**src/rtl/sbs_pkg.sv**
```systemverilog
package sbs_pkg;
  typedef enum logic [2:0] {
    SBS_IDLE,
    SBS_DESEL,
    SBS_LOAD,
    SBS_NEXT,
    SBS_HOLD
  } sbs_op_e;
endpackage

```
**src/rtl/sbs_burst_gen.sv**
```systemverilog
module sbs_burst_gen #(
  parameter int ADDR_W = 6,
  parameter int OFS_W  = 2
) (
  input  logic              clk,
  input  logic              rst,
  input  logic              load_i,
  input  logic              adv_i,
  input  logic              interleave_i,
  input  logic [ADDR_W-1:0] load_addr_i,
  output logic [ADDR_W-1:0] cur_addr_o,
  output logic [ADDR_W-1:0] nxt_addr_o
);
  localparam int BASE_W = ADDR_W - OFS_W;

  logic [BASE_W-1:0] base_q;
  logic [OFS_W-1:0]  start_q;
  logic [OFS_W-1:0]  cnt_q;
  logic [OFS_W-1:0]  cnt_nxt;

  function automatic logic [OFS_W-1:0] ofs_of(input logic il,
                                               input logic [OFS_W-1:0] s,
                                               input logic [OFS_W-1:0] k);
    return il ? (s ^ k) : OFS_W'(s + k);
  endfunction

  assign cnt_nxt    = OFS_W'(cnt_q + 1'b1);
  assign cur_addr_o = {base_q, ofs_of(interleave_i, start_q, cnt_q)};
  assign nxt_addr_o = {base_q, ofs_of(interleave_i, start_q, cnt_nxt)};

  always_ff @(posedge clk) begin
    if (rst) begin
      base_q  <= '0;
      start_q <= '0;
      cnt_q   <= '0;
    end else if (load_i) begin
      base_q  <= load_addr_i[ADDR_W-1:OFS_W];
      start_q <= load_addr_i[OFS_W-1:0];
      cnt_q   <= '0;
    end else if (adv_i) begin
      cnt_q   <= cnt_nxt;
    end
  end
endmodule

```
**src/rtl/sbs_cycle_decode.sv**
```systemverilog
module sbs_cycle_decode #(
  parameter int LANES = 4
) (
  input  logic             proc_strb_n_i,
  input  logic             ctrl_strb_n_i,
  input  logic             sel_n_i,
  input  logic             sel_hi_i,
  input  logic             sel_lo_n_i,
  input  logic             burst_adv_n_i,
  input  logic             all_wr_n_i,
  input  logic             lane_wr_en_n_i,
  input  logic [LANES-1:0] lane_sel_n_i,
  input  logic             selected_i,
  output sbs_pkg::sbs_op_e op_o,
  output logic             wr_o,
  output logic [LANES-1:0] lane_we_o
);
  import sbs_pkg::*;

  logic             second_ok;
  logic [LANES-1:0] mask;

  always_comb begin
    second_ok = sel_hi_i & ~sel_lo_n_i;
    if (!all_wr_n_i)          mask = '1;
    else if (!lane_wr_en_n_i) mask = ~lane_sel_n_i;
    else                      mask = '0;

    op_o = SBS_IDLE;
    wr_o = 1'b0;
    if (!proc_strb_n_i && !sel_n_i) begin
      // processor strobe: read start, write controls ignored
      op_o = second_ok ? SBS_LOAD : SBS_DESEL;
    end else if (!ctrl_strb_n_i) begin
      if (!sel_n_i && second_ok) begin
        op_o = SBS_LOAD;
        wr_o = |mask;
      end else begin
        op_o = SBS_DESEL;
      end
    end else if (selected_i) begin
      op_o = burst_adv_n_i ? SBS_HOLD : SBS_NEXT;
      wr_o = |mask;
    end
    lane_we_o = wr_o ? mask : '0;
  end
endmodule

```
**src/rtl/sbs_lane_mem.sv**
```systemverilog
module sbs_lane_mem #(
  parameter int ADDR_W = 6,
  parameter int LANE_W = 8
) (
  input  logic              clk,
  input  logic              we_i,
  input  logic [ADDR_W-1:0] waddr_i,
  input  logic [LANE_W-1:0] wdata_i,
  input  logic [ADDR_W-1:0] raddr_i,
  output logic [LANE_W-1:0] rdata_o
);
  localparam int DEPTH = 1 << ADDR_W;

  logic [LANE_W-1:0] mem [DEPTH];

  always_ff @(posedge clk) begin
    if (we_i) mem[waddr_i] <= wdata_i;
  end

  assign rdata_o = mem[raddr_i];
endmodule

```
**src/rtl/sburst_sram_ctrl.sv**
```systemverilog
module sburst_sram_ctrl #(
  parameter int ADDR_W = 6,
  parameter int LANES  = 4,
  parameter int LANE_W = 8,
  parameter int OFS_W  = 2
) (
  input  logic                    clk,
  input  logic                    rst,
  input  logic                    interleave_i,
  input  logic [ADDR_W-1:0]       addr_i,
  input  logic                    sel_n_i,
  input  logic                    sel_hi_i,
  input  logic                    sel_lo_n_i,
  input  logic                    proc_strb_n_i,
  input  logic                    ctrl_strb_n_i,
  input  logic                    burst_adv_n_i,
  input  logic                    all_wr_n_i,
  input  logic                    lane_wr_en_n_i,
  input  logic [LANES-1:0]        lane_sel_n_i,
  input  logic                    out_en_n_i,
  input  logic [LANES*LANE_W-1:0] wdata_i,
  output logic [LANES*LANE_W-1:0] rdata_o,
  output logic                    drive_o
);
  import sbs_pkg::*;

  localparam int DATA_W = LANES * LANE_W;

  sbs_op_e           op;
  logic              wr;
  logic [LANES-1:0]  lane_we;
  logic              sel_q;
  logic              rd_q;
  logic [ADDR_W-1:0] cur_addr;
  logic [ADDR_W-1:0] nxt_addr;
  logic [ADDR_W-1:0] eff_addr;
  logic [DATA_W-1:0] rd_word;

  sbs_cycle_decode #(.LANES(LANES)) dec_i (
    .proc_strb_n_i (proc_strb_n_i),
    .ctrl_strb_n_i (ctrl_strb_n_i),
    .sel_n_i       (sel_n_i),
    .sel_hi_i      (sel_hi_i),
    .sel_lo_n_i    (sel_lo_n_i),
    .burst_adv_n_i (burst_adv_n_i),
    .all_wr_n_i    (all_wr_n_i),
    .lane_wr_en_n_i(lane_wr_en_n_i),
    .lane_sel_n_i  (lane_sel_n_i),
    .selected_i    (sel_q),
    .op_o          (op),
    .wr_o          (wr),
    .lane_we_o     (lane_we)
  );

  sbs_burst_gen #(.ADDR_W(ADDR_W), .OFS_W(OFS_W)) bgen_i (
    .clk         (clk),
    .rst         (rst),
    .load_i      (op == SBS_LOAD),
    .adv_i       (op == SBS_NEXT),
    .interleave_i(interleave_i),
    .load_addr_i (addr_i),
    .cur_addr_o  (cur_addr),
    .nxt_addr_o  (nxt_addr)
  );

  always_comb begin
    case (op)
      SBS_LOAD: eff_addr = addr_i;
      SBS_NEXT: eff_addr = nxt_addr;
      default:  eff_addr = cur_addr;
    endcase
  end

  for (genvar l = 0; l < LANES; l++) begin : g_lane
    sbs_lane_mem #(.ADDR_W(ADDR_W), .LANE_W(LANE_W)) mem_i (
      .clk    (clk),
      .we_i   (lane_we[l]),
      .waddr_i(eff_addr),
      .wdata_i(wdata_i[l*LANE_W +: LANE_W]),
      .raddr_i(cur_addr),
      .rdata_o(rd_word[l*LANE_W +: LANE_W])
    );
  end

  always_ff @(posedge clk) begin
    if (rst) begin
      sel_q <= 1'b0;
      rd_q  <= 1'b0;
    end else begin
      case (op)
        SBS_DESEL: sel_q <= 1'b0;
        SBS_LOAD:  sel_q <= 1'b1;
        default:   sel_q <= sel_q;
      endcase
      rd_q <= (op == SBS_LOAD || op == SBS_NEXT || op == SBS_HOLD) && !wr;
    end
  end

  assign drive_o = rd_q & ~out_en_n_i;
  assign rdata_o = drive_o ? rd_word : '0;
endmodule

```
**config.mk**
```make
export PLATFORM = sky130hd
export DESIGN_NAME = sburst_sram_ctrl
export DESIGN_NICKNAME = d
export VERILOG_FILES = /design/src/rtl/sbs_pkg.sv /design/src/rtl/sbs_burst_gen.sv /design/src/rtl/sbs_cycle_decode.sv /design/src/rtl/sbs_lane_mem.sv /design/src/rtl/sburst_sram_ctrl.sv
export SDC_FILE = /design/constraint.sdc
export NUM_CORES = 2
export LEC_CHECK = 0
export BUFFER_PORTS_ARGS = -buffer_cell sky130_fd_sc_hd__buf_2
export CORE_ASPECT_RATIO = 0.8
export CORE_MARGIN = 2
export CORE_UTILIZATION = 60
export CTS_CLUSTER_DIAMETER = 40
export CTS_CLUSTER_SIZE = 10
export DETAILED_ROUTE_END_ITERATION = 10
export PLACE_DENSITY = 0.77
export RECOVER_POWER = 100
export SYNTH_ARGS = -nofsm -noshare
export SYNTH_HDL_FRONTEND = slang
export SYNTH_HIERARCHICAL = 1
export SYNTH_SLANG_ARGS = --single-unit
export TNS_END_PERCENT = 10
```
**constraint.sdc**
```tcl
create_clock -name clk -period 4.7 [get_ports clk]
set_clock_uncertainty 0.2 [all_clocks]
set_input_delay 0.94 -clock clk [delete_from_list [all_inputs] [get_ports clk]]
set_output_delay 0.94 -clock clk [all_outputs]
set_load 0.02 [all_outputs]
```
==> reports/qor.csv <==
stage;metric;value;unit
routing;Routed WL;203000;um
placed_design;setup slack after placement;-58.5;ps
pwr;IR drop worst, VDD;0.000504;V
routing;vias;43122;
routing;drt via density;6.77;
routing;met1 WL;74300;um
worst_setup_path;crit-path max cell delay;490;ps
floorplanning;die area;138000;um2
synth;Post-synth EDFFs;2048;
placed_design;DP HPWL;116000;um
clock_network;H-tree depth;4;
synth;Synth async-reset ratio;0;
timing;setup violators final;32;
synth;Mapped Nets;3909;
clock_network;worst skew pair latency;860;ps
finish;Non-Filler Instances;6371;
floorplanning;core area;134000;um2
worst_setup_path;WP data required;3560;ps
timing;RSZ-0062 raised after global routing;true;
clock_network;clock buffer depth;3;
synth;Netlist cell types;58;
synth;Yosys reg bits;2058;
routing;Pre-Repair DR Iteration Count;6;
floorplanning;starting density of the core;0.605;
global_route;initial antenna violation count;7;
outcome;status;complete, but fails checks;
clock_network;cts bufs inserted;232;
clock_network;# clock sinks;2058;
global_route;largest net degree at the start of global routing;65;
timing;Rel. slew slack;-1.13;
clock_network;CTS tree;done;
placed_design;placed cell count;5995;
finish;FILL cells;7900;
pwr;Pwr Density;404;nW/um2
floorplanning;FP Rows;120;
global_route;first-pass GRT wire length;297000;um
clock_network;clk slew on worst S/H paths;60;ps
finish;share of layout cells above drive strength 1;0.279;
synth;Synth area leaders;edfxtp_1 (76%), mux4_2 (14%), nor2_1 (1.6%);
floorplanning;Die H;333;um
routing;detailed router's first-iteration violation count;6629;
global_route;total grt overflow;0;
synth;Post-synth top flop;edfxtp_1;
synth;Yosys top cell by area;edfxtp_1;
floorplanning;Die Width;415;um
worst_setup_path;startpoint type of the worst setup path;flip-flop;
worst_setup_path;Crit Path Class;flip-flop to output port;
worst_setup_path;CP cell instances;buf_6, ha_4, nor2b_4, xnor2_2, buf_6, buf_12, buf_12, mux4_2, mux2_2, a221oi_1, buf_4, o2bb2ai_1, and2_1, buf_2;
synth;Cell Area, Synth;81100;um2
placed_design;port bufs;86;
synth;Synth top area share;0.759;
timing;Setup TNS;-10860;ps
finish;P&R area growth vs syn;15.7;%
global_route;number of global-route vias before repair;43534;
timing;Max Clock Freq;194;MHz
worst_setup_path;Worst setup EP type;output port;
timing;crit path time final;5150;ps
routing;post-route ant nets;0;
timing;Slew Limit Fails;1918;
clock_network;hold_buf cts;0;
pwr;P_leak;28.5;nW
synth;Post-synth top cells;edfxtp_1 (2,048), mux4_2 (504), nor2_1 (340);
routing;highest routed layer;met4;
synth;Yosys warnings;6;
routing;DR WL/cell;31.8;um
worst_setup_path;CP arrival;4010;ps
synth;Post-Syn Area per Cell;21.0;um2
synth;top-count cell post-synth;edfxtp_1;
timing;Worst-Margin Slew;3190;ps
outcome;violated checks;capacitance limit, slew limit, setup timing;
timing;Final WS setup;-451;ps
pwr;total power;37.9;mW
min_path;HP Class;input port to flip-flop;
clock_network;CTS root buf;clkbuf_16;
routing;drt drc;0;
routing;routed wl met2;97500;um
finish;Multi-input gate area;18600;um2
synth;Gate Count Post-Synth;3853;
placed_design;Placer Congestion;0.876;
worst_setup_path;cell at the slowest stage of the critical path;mux4_2;
flow_run;max-capacitance violation count;33;
timing;endpoints failing hold;0;
floorplanning;I/O Pins;87;
timing;fin crit share;1.10;
finish;FF/Latch Area;61700;um2
finish;fin nets;4571;
synth;post-synthesis sequential area ratio;0.761;
timing;Fin Hold WS;146;ps
routing;met3 routed wirelength;24100;um
global_route;GRT Resource Usage Total;0.297;
worst_setup_path;CP Max Fanout;6;
[final cells by class]
| type | count | share of cell area |
|---|---|---|
| clock buffer | 288 | 0.0659 |
| antenna | 6 | 0.000160 |
| inverter | 4 | 0.000333 |
| timing repair buffer | 642 | 0.0503 |
| timing repair inverter | 2 | 0.000347 |
| multi-input combinational | 1575 | 0.198 |
| clock inverter | 27 | 0.00313 |
| sequential | 2058 | 0.658 |
| tap | 1769 | 0.0236 |
[metrics by stage]
step	util	instance area, um2
after floorplan	-	81100
after global placement	0.648	86700
after detailed placement	0.648	86700
after CTS	0.707	94700
after global routing	0.700	93800
final	0.700	93800
[flip-flops by register name (all words and copies together), names as in the netlist]
register / flops
rd_q: 1
bgen_i/base_q: 4
sel_q: 1
bgen_i/start_q: 2
bgen_i/cnt_q: 2
g_lane.mem_i/mem: 2048
[final timing paths]
path              slack [ps]         startpoint                         end  cells after the start
setup / recovery        -450    bgen_i/cnt_q[0]                  rdata_o[8]                     14
hold / removal           150          addr_i[4]            bgen_i/base_q[2]                      3
setup reg to reg          70              sel_q  g_lane[3].mem_i/mem[32][5]                     10
hold reg to reg          360  bgen_i/start_q[1]           bgen_i/start_q[1]                      2
[report_power, final]
part           internal (mW)  switching (mW)
clock network           9.28            6.72
registers               20.2          0.0122
logic                  0.673           0.953
[logic make-up (layout without fill, tap and decap cells)]
family	after synthesis	in the layout	share of synthesized area
other	0	6	0
and+or+nand+nor	672	672	0.0382
AOI/OAI and AO/OA	231	231	0.0222
adders and majority gates	2	2	0.000309
DFF	2058	2058	0.761
buffers and inverters	220	963	0.0167
xor gates and xnor gates	4	4	0.000695
muxes	666	666	0.161
[cell usage in the layout, fill, tap and decap left out, types with 7 or more instances in the layout]
master,netlist,routed
edfxtp_1,2048,2048
mux4_2,504,504
clkbuf_1,72,333
nor2_1,340,329
clkbuf_16,0,241
buf_4,56,165
mux2i_1,98,97
nand2_1,78,76
nor2b_1,61,58
mux2_2,64,57
buf_2,47,51
nand3_1,52,48
clkbuf_2,0,46
buf_12,8,40
and2_1,40,38
o221ai_1,32,32
nand2b_1,30,28
o22ai_1,32,26
nor3_1,29,25
buf_16,0,20
a211oi_1,17,17
buf_6,17,17
a221oi_1,24,15
nand3b_1,13,13
a22oi_1,12,12
a21oi_1,12,11
o2111ai_1,12,11
buf_8,0,11
o21ai_0,13,10
clkinv_1,0,9
o21a_1,9,9
a221oi_2,0,9
inv_6,0,8
o2bb2ai_1,12,8
nand4_1,8,8
o221a_2,8,7
[timing repair]
action,in CTS,in global routing
setup endpoints to repair,32,32
pin swaps,17,8
endpoints found under the hold margin,0,0
cloned,16,1
setup buffers,35,3
resized for setup,169,22
[critical path, delay by kind of cell (launching register included)]
kind / cells / cell delay (ps)
and+or+nand+nor: 2 / 300
adders and majority gates: 1 / 140
DFF: 1 / 330
buffers and inverters: 6 / 920
muxes: 2 / 770
xor gates and xnor gates: 1 / 210
AOI/OAI and AO/OA: 2 / 450
[routing by layer]
layer  up-vias  GRT usage
met5         -          0
met4         0      0.100
met3       486     0.0588
met2      3152      0.468
met1     22162      0.425
li1      17322          -
Note: power is estimated with default switching activity, not from simulation.
